<file path="config.mk">
export PLATFORM = sky130hd
export DESIGN_NAME = rebias_unit
export DESIGN_NICKNAME = d
export VERILOG_FILES = /design/src/rtl/rebias_pkg.sv /design/src/rtl/rebias_classify.sv /design/src/rtl/rebias_pack.sv /design/src/rtl/rebias_unit.sv
export SDC_FILE = /design/constraint.sdc
export NUM_CORES = 1
export LEC_CHECK = 0
export BUFFER_PORTS_ARGS = -buffer_cell sky130_fd_sc_hd__buf_2
export CAP_MARGIN = 10
export CORE_MARGIN = 2
export CORE_UTILIZATION = 45
export CTS_BUF_LIST = sky130_fd_sc_hd__clkbuf_16
export DETAILED_ROUTE_END_ITERATION = 6
export HOLD_SLACK_MARGIN = 0.03
export PLACE_DENSITY = 0.77
export SLEW_MARGIN = 25
export SYNTH_ARGS = -nofsm -noshare
export SYNTH_HDL_FRONTEND = slang
export SYNTH_SLANG_ARGS = --single-unit
</file>
<file path="constraint.sdc">
create_clock -name clk -period 6.2 [get_ports clk]
set_input_delay 0.31 -clock clk [delete_from_list [all_inputs] [get_ports clk]]
set_output_delay 0.31 -clock clk [all_outputs]
set_load 0.01 [all_outputs]
</file>
<file path="src/rtl/rebias_pkg.sv">
package rebias_pkg;

    localparam int EXP_W_DEF     = 18;
    localparam int FIELD_W_DEF   = 15;
    localparam int SIG_W_DEF     = 64;
    localparam int WRAP_BIAS_DEF = 24576;

    // Outcome chosen by the classifier for one result.
    typedef enum logic [2:0] {
        K_PASS     = 3'd0,
        K_WRAP_DN  = 3'd1,
        K_WRAP_UP  = 3'd2,
        K_SAT_INF  = 3'd3,
        K_SAT_ZERO = 3'd4,
        K_SUPPRESS = 3'd5
    } fix_kind_e;

    function automatic logic kind_writes(fix_kind_e k);
        return k != K_SUPPRESS;
    endfunction

    function automatic logic kind_keeps_sig(fix_kind_e k);
        return (k == K_PASS) || (k == K_WRAP_DN) || (k == K_WRAP_UP);
    endfunction

endpackage

</file>
<file path="src/rtl/rebias_classify.sv">
module rebias_classify
    import rebias_pkg::*;
#(
    parameter int EXP_W     = EXP_W_DEF,
    parameter int FIELD_W   = FIELD_W_DEF,
    parameter int WRAP_BIAS = WRAP_BIAS_DEF
) (
    input  logic                      ovf,
    input  logic                      unf,
    input  logic                      dest_mem,
    input  logic signed [EXP_W-1:0]   exp_in,
    output fix_kind_e                 kind,
    output logic [FIELD_W-1:0]        exp_field
);
    localparam logic signed [EXP_W-1:0] BIAS_S   = EXP_W'(WRAP_BIAS);
    localparam logic signed [EXP_W-1:0] MAX_NORM = EXP_W'((1 << FIELD_W) - 2);
    localparam logic signed [EXP_W-1:0] MIN_NORM = EXP_W'(1);

    logic signed [EXP_W-1:0] adj;

    // Overflow wins when both strobes are present.
    always_comb begin
        if (ovf)      adj = exp_in - BIAS_S;
        else if (unf) adj = exp_in + BIAS_S;
        else          adj = exp_in;
    end

    always_comb begin
        if ((ovf || unf) && dest_mem)  kind = K_SUPPRESS;
        else if (ovf)                  kind = (adj > MAX_NORM) ? K_SAT_INF  : K_WRAP_DN;
        else if (unf)                  kind = (adj < MIN_NORM) ? K_SAT_ZERO : K_WRAP_UP;
        else                           kind = K_PASS;
    end

    assign exp_field = adj[FIELD_W-1:0];

endmodule

</file>
<file path="src/rtl/rebias_pack.sv">
module rebias_pack
    import rebias_pkg::*;
#(
    parameter int FIELD_W = FIELD_W_DEF,
    parameter int SIG_W   = SIG_W_DEF
) (
    input  fix_kind_e            kind,
    input  logic                 sign_in,
    input  logic [FIELD_W-1:0]   exp_in,
    input  logic [SIG_W-1:0]     sig_in,
    input  logic                 round_up,
    output logic                 sign_out,
    output logic [FIELD_W-1:0]   exp_out,
    output logic [SIG_W-1:0]     sig_out,
    output logic                 c1_out,
    output logic                 store_out
);
    localparam logic [FIELD_W-1:0] EXP_ONES = '1;
    localparam logic [SIG_W-1:0]   INF_SIG  = {1'b1, {(SIG_W-1){1'b0}}};

    always_comb begin
        store_out = kind_writes(kind);
        c1_out    = store_out ? round_up : 1'b0;
        sign_out  = store_out ? sign_in  : 1'b0;
        if (kind_keeps_sig(kind)) begin
            exp_out = exp_in;
            sig_out = sig_in;
        end else if (kind == K_SAT_INF) begin
            exp_out = EXP_ONES;
            sig_out = INF_SIG;
        end else begin
            exp_out = '0;
            sig_out = '0;
        end
    end

endmodule

</file>
<file path="src/rtl/rebias_unit.sv">
module rebias_unit
    import rebias_pkg::*;
#(
    parameter int EXP_W     = EXP_W_DEF,
    parameter int FIELD_W   = FIELD_W_DEF,
    parameter int SIG_W     = SIG_W_DEF,
    parameter int WRAP_BIAS = WRAP_BIAS_DEF
) (
    input  logic                     clk,
    input  logic                     rst,
    input  logic                     in_valid,
    input  logic                     in_sign,
    input  logic signed [EXP_W-1:0]  in_exp,
    input  logic [SIG_W-1:0]         in_sig,
    input  logic                     in_round_up,
    input  logic                     in_ovf,
    input  logic                     in_unf,
    input  logic                     in_dest_mem,
    output logic                     out_valid,
    output logic                     out_store,
    output logic                     out_sign,
    output logic [FIELD_W-1:0]       out_exp,
    output logic [SIG_W-1:0]         out_sig,
    output logic                     out_c1
);
    localparam logic [FIELD_W-1:0] BIAS_F   = FIELD_W'(WRAP_BIAS);
    localparam logic [FIELD_W-1:0] EXP_ONES = '1;
    localparam logic [SIG_W-1:0]   INF_SIG  = {1'b1, {(SIG_W-1){1'b0}}};

    fix_kind_e            kind;
    logic [FIELD_W-1:0]   exp_field;
    logic                 n_sign, n_c1, n_store;
    logic [FIELD_W-1:0]   n_exp;
    logic [SIG_W-1:0]     n_sig;

    rebias_classify #(
        .EXP_W(EXP_W), .FIELD_W(FIELD_W), .WRAP_BIAS(WRAP_BIAS)
    ) u_classify (
        .ovf(in_ovf), .unf(in_unf), .dest_mem(in_dest_mem),
        .exp_in(in_exp), .kind(kind), .exp_field(exp_field)
    );

    rebias_pack #(
        .FIELD_W(FIELD_W), .SIG_W(SIG_W)
    ) u_pack (
        .kind(kind), .sign_in(in_sign), .exp_in(exp_field), .sig_in(in_sig),
        .round_up(in_round_up), .sign_out(n_sign), .exp_out(n_exp),
        .sig_out(n_sig), .c1_out(n_c1), .store_out(n_store)
    );

    always_ff @(posedge clk) begin
        if (rst) begin
            out_valid <= 1'b0;
            out_store <= 1'b0;
            out_sign  <= 1'b0;
            out_exp   <= '0;
            out_sig   <= '0;
            out_c1    <= 1'b0;
        end else begin
            out_valid <= in_valid;
            out_store <= in_valid & n_store;
            if (in_valid) begin
                out_sign <= n_sign;
                out_exp  <= n_exp;
                out_sig  <= n_sig;
                out_c1   <= n_c1;
            end
        end
    end

    // output strobe follows the input strobe by one edge
    p_valid_follow_r9: assert property (@(posedge clk) disable iff (rst)
        in_valid |=> out_valid);
    p_idle_clear_r9: assert property (@(posedge clk) disable iff (rst)
        !in_valid |=> (!out_valid && !out_store && $stable(out_exp) && $stable(out_sig)));

    // wrapped-down exponent, unless saturated
    p_wrap_dn_r1: assert property (@(posedge clk) disable iff (rst)
        (in_valid && in_ovf && !in_dest_mem) |=>
        (out_store && ((out_exp == EXP_ONES) ||
                       (out_exp == $past(in_exp[FIELD_W-1:0]) - BIAS_F))));

    // wrapped-up exponent, unless saturated (overflow absent)
    p_wrap_up_r2: assert property (@(posedge clk) disable iff (rst)
        (in_valid && in_unf && !in_ovf && !in_dest_mem) |=>
        (out_store && ((out_exp == '0) ||
                       (out_exp == $past(in_exp[FIELD_W-1:0]) + BIAS_F))));

    // all-ones exponent after overflow carries the infinity significand
    p_inf_sig_r3: assert property (@(posedge clk) disable iff (rst)
        (in_valid && in_ovf && !in_dest_mem) |=>
        ((out_exp != EXP_ONES) || (out_sig == INF_SIG)));

    // zero exponent after underflow carries a zero significand
    p_zero_sig_r4: assert property (@(posedge clk) disable iff (rst)
        (in_valid && in_unf && !in_ovf && !in_dest_mem) |=>
        ((out_exp != '0) || (out_sig == '0)));

    // round-up bit reported for register writes
    p_c1_r5: assert property (@(posedge clk) disable iff (rst)
        (in_valid && !in_dest_mem) |=> (out_c1 == $past(in_round_up)));

    // memory destination with an exception writes nothing
    p_mem_quiet_r6: assert property (@(posedge clk) disable iff (rst)
        (in_valid && in_dest_mem && (in_ovf || in_unf)) |=> (!out_store && !out_c1));

endmodule

</file>
==> impl_metrics.csv, run 1 <==
group,metric,value,unit
routing,met2_length,4.215,mm
setup_path,crit_required,6380,ps
setup_path,worst_setup_path_start_kind,"input port",
die,initial_core_util,0.4605,
routing,m1WireLength,4.175,mm
final_layout,nFillCells,762,
worst_hold_path,hp-class,"input port to flip-flop",
sta,period_share,0.4951,
clock_network,htreeDepth,3,
sta,tns,0,ps
routing,totalWireLength,9.475,mm
synthesis,yosysSeqAreaShare,0.4413,
sta,rsz0062_at_grt,"no",
sta,slew_headroom,0.4231,
final_layout,area_growth,29.44,%
flow_run,maxCapViolCount,0,
routing,dr.first_iter.drc_count,148,
routing,top_layer_used,"met4",
synthesis,synth_edf_count,0,
clock_network,clk_path_buf_depth,2,
synthesis,synth_flop_cell,"dfxtp_1",
clock_network,cts_resized,0,
power,irDropWorstVdd,0.1080,mV
synthesis,yosysWarningCount,0,
setup_path,end_kind,"flip-flop",
routing,drc_errors,0,
die,floorplan.rows,33,
routing,dr_total_vias,3553,
die,pin_count,173,
sta,setup_viol,0,
clock_network,post_cts_buffers,0,
clock_network,root_buffer,"clkbuf_16",
routing,wl_met3,902,um
synthesis,synth_fa_ha_area_frac,0.006647,
placed_design,io_buffers,172,
routing,viasPerCell,5.303,
synthesis,yosysUniqueCellTypes,35,
grt,antenna_found_initial,0,
sta,skew,0,ps
setup_path,crit_fanout,32,
synthesis,synth_compound_gate_area_share,0.2137,
synthesis,async_flop_share,0,
grt,gr-usage-all-layers,0.1937,
sta,maxSlewViolCount,0,
synthesis,syn_nets,509,
die,fp.dieW,95.47,um
die,fp.dieArea,9114,sq um
synthesis,synth_top_family_by_area,"simple AND/OR/NAND/NOR gates",
synthesis,synth_area,3765,sq um
grt,overflow,0,
routing,drt_pass1_iterations,4,
synthesis,synth-simple-area-share,0.2722,
synthesis,netlist_instances,417,
sta,hold_viol_final,0,
routing,wl_per_cell,14.14,um
synthesis,syn_avg_cell_area,9.028,sq um
sta,fmax,325.8,MHz
clock_network,numCtsBuffers,9,
die,coreArea,8175,sq um
grt,grt_max_degree,146,
setup_path,cp.arrival,3250,ps
clock_network,clkTransAtPathRegs,70,ps
synthesis,synth_mux_area_frac,0.002659,
clock_network,cts.sinks,83,
sta,hold_ws,229.0,ps
grt,grt_pass1_vias,3063,
status,outcome,"finished clean",
clock_network,clock_latency,320,ps
sta,worst_pin_slew,865.4,ps
power,power_leakage,2.176,nW
clock_network,cts_hold_buf,0,
final_layout,n_antenna_cell,0,
placed_design,gp_congestion,0.9368,
die,die_h,95.47,um
final_layout,final_layout_size_suffix_gt1_frac,0.4566,
grt,grt_first_pass_wirelength,14.21,mm
power,power_density,265.5,nW/um^2
setup_path,crit_type,"input port to flip-flop",
clock_network,cts_tree,"done",
synthesis,synth-xor-area-share,0.004653,
placed_design,dp_hpwl,6.493,mm
final_layout,nets,652,
routing,antenna_left,0,
synthesis,ys_ff_latch,83,
sta,fin_crit,3069,ps
[cells in the mapped netlist, types with 3 or more instances]
master | count | share of area
dfxtp_1 | 83 | 0.44
nand2_1 | 68 | 0.068
o31ai_1 | 64 | 0.13
or3b_2 | 63 | 0.15
clkbuf_1 | 34 | 0.034
nor2_1 | 18 | 0.018
a211oi_1 | 17 | 0.034
o21ai_0 | 10 | 0.013
o21ai_1 | 10 | 0.013
buf_6 | 6 | 0.018
nand2b_1 | 4 | 0.0066
nand4_1 | 4 | 0.0066
nor4_1 | 4 | 0.0066
a21oi_1 | 3 | 0.0040
inv_1 | 3 | 0.0030
[placed cells by master, fill, tap and decap left out, drive strengths merged, types with 2 or more instances in the layout]
cell,n
buf,174
dfxtp,83
nand2,68
o31ai,64
or3b,63
o21ai,20
nor2,19
a211oi,17
clkbuf,9
inv,6
nand2b,4
nor4,4
nand4,4
a21oi,4
nor3,2
nor2b,2
nand3,2
ha,2
clkinv,2
a21boi,2
[worst max-delay path, cell delays in order]
cell	delay, ps
buf_2	120
ha_1	210
or4b_1	460
o31ai_1	110
mux2i_1	230
nor3b_1	190
a21o_1	320
nor2_4	670
buf_4	470
o31ai_1	140
[flip-flops by register name (all words and copies together), names as in the netlist]
register,flops
out_c1,1
out_exp,15
out_sig,64
out_sign,1
out_store,1
out_valid,1
[worst paths after layout]
kind	startpoint	endpoint	slack [ps]	cells after the start
worst max register to register	out_sig[30]	out_sig[30]	5250	2
worst min register to register	out_exp[13]	out_exp[13]	470	2
worst max-delay path	in_exp[13]	out_sig[0]	3130	10
worst min-delay path	in_sig[46]	out_sig[46]	230	3
[kinds of logic after synthesis]
family | after synthesis
mux | 1
fa+ha+maj | 2
xor+xnor | 2
compound gates | 112
simple gates | 172
buf+inv | 45
flops | 83
[per-layer routing]
metal,vias up,global-route usage
li1,1792,-
met2,136,0.2981
met5,-,0
met3,15,0.05138
met4,0,0.07976
met1,1610,0.2572
[cell type report]
cell class / count / area, sq um / share of cell area
Clock buffer: 9 / 225.2 / 0.04621
Clock inverter: 7 / 73.82 / 0.01515
Inverter: 3 / 11.26 / 0.002311
Tap cell: 105 / 131.4 / 0.02696
Timing Repair Buffer: 174 / 884.6 / 0.1815
Sequential cell: 83 / 1662 / 0.3409
Multi-Input combinational cell: 289 / 1886 / 0.3869
[stage by stage]
stage | util | area [sq um] | power [mW] | instances | setup WS (ps)
2_1_floorplan | - | 3765 | 0.7014 | 417 | 3686
3_3_place_gp | 0.5586 | 4567 | 0.7670 | 654 | 2932
3_5_place_dp | 0.5591 | 4571 | 0.7721 | 654 | 2826
4_1_cts | 0.5957 | 4870 | 1.307 | 670 | 3174
5_1_grt | 0.5961 | 4873 | 1.354 | 670 | 2939
6_report | 0.5961 | 4873 | 1.294 | 670 | 3131
[power by group]
group          internal [mW]  switching, mW  leakage [nW]  total, mW
registers              0.562         0.0124         0.679      0.574
logic                 0.0756          0.110          1.35      0.186
clock network          0.315          0.218         0.147      0.533
total                  0.952          0.341          2.18       1.29
Power figures use the tool's default switching activity.
==> run 2, diff against run 1 <==
- clock period: 6.2 -> 3 ns (I/O delays scaled with it)
==> run 2 against run 1 <==
Compared with the run above: design area grew 0.82%; power grew 100%; via count grew 0.28%; sequential share of layout area shrank 0.28 points; critical path depth grew 1; non-clock buffer count grew 6; routed wire length grew 2.1%; cell count grew 0.90%; die area is the same; global-route usage grew 0.91 points; register-to-register slack lost 3200 ps; largest cell class unchanged.
==> impl_metrics.csv, run 2 (synthesized netlist as in run 1, its figures left out) <==
group,metric,value,unit
placed_design,dp_hpwl,6.644,mm
sta,setup_ws,405.4,ps
sta,setup_viol,0,
placed_design,placed_area,4612,sq um
power,irDropWorstVdd,0.3254,mV
grt,grt_first_pass_wirelength,14.76,mm
final_layout,largestRegisters,"out_sig x64, out_exp x15",
final_layout,final_layout_size_suffix_gt1_frac,0.4606,
die,pin_count,173,
final_layout,mostFrequentLayoutCell,"buf_2",
flow_run,maxCapViolCount,0,
sta,maxSlewViolCount,0,
die,initial_core_util,0.4605,
clock_network,htreeDepth,3,
grt,grt_max_degree,131,
die,floorplan.rows,33,
sta,rsz0062_at_grt,"no",
routing,totalWireLength,9.670,mm
worst_hold_path,hp-class,"input port to flip-flop",
sta,fin_crit,2595,ps
routing,m1WireLength,4.336,mm
final_layout,nFillCells,780,
power,intPower,1.966,mW
routing,dr.first_iter.drc_count,104,
clock_network,clk_path_buf_depth,2,
setup_path,crit_type,"input port to flip-flop",
final_layout,area_growth,30.51,%
setup_path,crit_required,3170,ps
power,power_density,539.0,nW/um^2
die,coreArea,8175,sq um
die,fp.dieArea,9114,sq um
sta,skew,0,ps
routing,top_layer_used,"met4",
routing,wl_per_cell,14.30,um
die,fp.dieW,95.47,um
clock_network,post_cts_buffers,0,
placed_design,pre_cts_slack,75.85,ps
grt,grt_pass1_vias,3192,
placed_design,io_buffers,172,
sta,hold_viol_final,0,
setup_path,end_kind,"flip-flop",
power,power_leakage,2.201,nW
clock_network,cts_tree,"done",
clock_network,cts.sinks,83,
sta,fmax,385.4,MHz
clock_network,root_buffer,"clkbuf_16",
placed_design,gp_congestion,0.9260,
sta,slew_headroom,0.4058,
final_layout,top_register,"out_sig",
power,switching_share,0.2575,
routing,antenna_left,0,
routing,met2_length,4.437,mm
clock_network,cts_hold_buf,0,
power,p_comb_frac,0.149,
setup_path,worst_setup_path_start_kind,"input port",
sta,period_share,0.8649,
routing,dr_total_vias,3563,
power,switchingPower,681.9,uW
clock_network,clock_latency,320,ps
clock_network,cts_resized,0,
final_layout,final_cell_mix,"buf_2, dfxtp_1, nand2_1, o31ai_1, or3b_2",
routing,viasPerCell,5.271,
routing,wl_met3,826,um
final_layout,largest_reg_flops,64,
clock_network,clkTransAtPathRegs,60,ps
grt,overflow,0,
grt,antenna_found_initial,0,
grt,gr-usage-all-layers,0.2027,
final_layout,nets,658,
setup_path,cp.arrival,2770,ps
routing,drc_errors,0,
final_layout,n_antenna_cell,0,
die,die_h,95.47,um
status,outcome,"finished clean",
sta,worst_pin_slew,889.2,ps
clock_network,numCtsBuffers,9,
final_layout,fin_area,4913,sq um
routing,drt_pass1_iterations,4,
setup_path,crit_fanout,35,
power,pwr-share-seq,0.448,
sta,tns,0,ps
power,clkPwrFrac,0.402,
## run 2: metal layers
metal,GRT usage,vias to the layer above
li1,-,1807
met1,0.2488,1625
met2,0.3398,127
met3,0.05375,4
met4,0.07738,0
met5,0,-
## run 2: path summary, 6_finish.rpt
| path | slack [ps] | startpoint | endpoint | cells past startpoint |
|---|---|---|---|---|
| setup reg to reg | 2040 | out_sig[49] | out_sig[49] | 2 |
| hold reg to reg | 480 | out_exp[13] | out_exp[13] | 2 |
| setup / recovery | 410 | in_exp[13] | out_sig[39] | 11 |
| hold / removal | 70 | in_sig[13] | out_sig[13] | 3 |
## run 2: critical path, stage by stage
cell and delay, ps:
buf_2 120, ha_1 210, or4b_1 460, o31ai_1 100, mux2i_1 110, buf_4 160
nor3b_1 130, a21o_1 190, nor2_4 680, buf_4 360, o31ai_1 100
## run 2: per-stage QoR
stage	util	power, mW	hold slack, ps	std cells
floorplan	-	1.449	297.9	417
global placement	0.5641	1.596	404.7	660
detailed placement	0.5641	1.606	409.0	660
CTS	0.6001	2.680	61.04	676
global route	0.6010	2.783	62.69	676
finish	0.6010	2.648	71.88	676
## run 2: cell type report
class / instances / area, sq um / area share
clock buffers: 9 / 225.2 / 0.04584
inverters: 3 / 11.26 / 0.002292
repair buffers: 180 / 929.6 / 0.1892
flip-flops and latches: 83 / 1662 / 0.3382
well taps: 105 / 131.4 / 0.02674
clock inverters: 7 / 68.82 / 0.01401
multi-input cells: 289 / 1886 / 0.3838
## run 2: power groups by stage
stage | logic (mW) | registers (mW) | clock network (mW)
after global placement | 0.388 | 1.21 | 0
after global routing | 0.437 | 1.19 | 1.15
final | 0.396 | 1.19 | 1.07
after detailed placement | 0.395 | 1.21 | 0
after floorplan | 0.210 | 1.24 | 0
after CTS | 0.396 | 1.19 | 1.10
==> run 3, diff against run 2 <==
- GPL_ROUTABILITY_DRIVEN: not set -> 0
- HOLD_SLACK_MARGIN: 0.03 -> not set
- PLACE_DENSITY: 0.77 -> not set
- PLACE_DENSITY_LB_ADDON: not set -> 0.1
==> run 3 against run 2 <==
Compared with the run above: critical endpoint is now out_sig[23]; register-to-register slack better by 20 ps; cell count grew 0.15%; largest cell class unchanged; power up 2.7%; sequential power about the same; non-clock buffer count up 2; clock skew is the same.
==> impl_metrics.csv, run 3 (synthesized netlist as in run 1, its figures left out) <==
group,metric,value,unit
routing,dr.first_iter.drc_count,134,
placed_design,dp_hpwl,6.401,mm
final_layout,mostFrequentLayoutCell,"buf_2",
grt,antenna_found_initial,0,
flow_run,maxCapViolCount,0,
final_layout,nFillCells,772,
die,pin_count,173,
clock_network,cts_tree,"done",
setup_path,crit_required,3200,ps
power,power_leakage,2.232,nW
sta,hold_ws,70.73,ps
final_layout,final_cell_mix,"buf_2, dfxtp_1, nand2_1, o31ai_1, or3b_2",
die,initial_core_util,0.4605,
setup_path,crit_type,"input port to flip-flop",
final_layout,fin_area,4964,sq um
die,coreArea,8175,sq um
routing,drc_errors,0,
final_layout,nets,660,
grt,gr-usage-all-layers,0.2022,
grt,grt_pass1_vias,3036,
routing,viasPerCell,5.242,
clock_network,htreeDepth,3,
setup_path,end_kind,"flip-flop",
sta,fin_crit,2121,ps
clock_network,cts.sinks,83,
grt,grt_max_degree,82,
die,fp.dieArea,9114,sq um
final_layout,utilization,0.6071,
routing,wl_per_cell,14.01,um
sta,period_share,0.7071,
die,floorplan.rows,33,
final_layout,n_antenna_cell,0,
placed_design,io_buffers,172,
clock_network,post_cts_buffers,0,
sta,hold_viol_final,0,
final_layout,instances_no_fill,677,
final_layout,largest_reg_flops,64,
power,power,2.720,mW
setup_path,crit_fanout,22,
final_layout,largestRegisters,"out_sig x64, out_exp x15",
placed_design,placed_area,4632,sq um
sta,setup_ws,878.6,ps
power,irDropWorstVdd,0.3563,mV
placed_design,pre_cts_slack,-19.14,ps
final_layout,top_register,"out_sig",
status,outcome,"finished clean",
clock_network,cts_resized,0,
sta,maxSlewViolCount,0,
clock_network,clkTransAtPathRegs,60,ps
power,power_density,548.0,nW/um^2
sta,slew_headroom,0.5428,
clock_network,root_buffer,"clkbuf_16",
routing,totalWireLength,9.482,mm
clock_network,cts_hold_buf,0,
sta,rsz0062_at_grt,"no",
routing,antenna_left,0,
setup_path,worst_setup_path_start_kind,"input port",
clock_network,clock_latency,320,ps
routing,drt_pass1_iterations,4,
sta,worst_pin_slew,681.8,ps
sta,setup_viol,0,
grt,grt_first_pass_wirelength,14.70,mm
sta,tns,0,ps
die,die_h,95.47,um
worst_hold_path,hp-class,"input port to flip-flop",
setup_path,cp.arrival,2320,ps
clock_network,numCtsBuffers,9,
die,fp.dieW,95.47,um
sta,skew,0,ps
final_layout,final_layout_size_suffix_gt1_frac,0.4615,
sta,fmax,471.4,MHz
grt,overflow,0,
placed_design,place_inst,661,
routing,dr_total_vias,3549,
clock_network,clk_path_buf_depth,2,
final_layout,area_growth,31.84,%
## run 3: cell count changes in the layout (fill, tap and decap cells not counted)
cell	previous run	this run
buf_12	0	2
bufinv_16	1	2
clkinvlp_4	1	0
clkinv_1	1	0
buf_6	1	0
inv_1	3	4
buf_4	9	10
clkinv_4	2	1
## run 3: metal layers
layer,wire length [um],track usage,vias up
met1,4196,0.2604,1619
met2,4528,0.3327,113
met5,0,0,-
li1,-,-,1811
met3,674,0.05217,6
met4,83,0.06190,0
## run 3: power breakdown
| group | internal (mW) | switching [mW] | total, mW | leakage (nW) |
|---|---|---|---|---|
| combinational | 0.170 | 0.233 | 0.403 | 1.40 |
| sequential | 1.16 | 0.0251 | 1.19 | 0.679 |
| clock | 0.719 | 0.411 | 1.13 | 0.156 |
## run 3: critical path, cell delays in order
cell      delay (ps)
buf_2            120
ha_1             200
or4b_1           470
o31ai_1          100
mux2i_1          260
buf_4            160
a221oi_4          60
nor2_4           320
buf_4            350
o31ai_1          110
## run 3: area by class of cell
class                      count  area, sq um  area share
timing repair buffer         182        965.9      0.1946
clock inverter                 6        82.58     0.01664
tap                          105        131.4     0.02647
clock buffer                   9        225.2     0.04537
inverter                       3        11.26    0.002269
sequential                    83         1662      0.3348
multi-input combinational    289         1886      0.3799
## run 3: worst paths after layout
check	start	depth (start not counted)	slack, ps	end
setup / recovery	in_exp[13]	10	880	out_sig[23]
hold / removal	in_sig[60]	3	70	out_sig[60]
hold reg to reg	out_c1	2	470	out_c1
setup reg to reg	out_sig[27]	2	2060	out_sig[27]
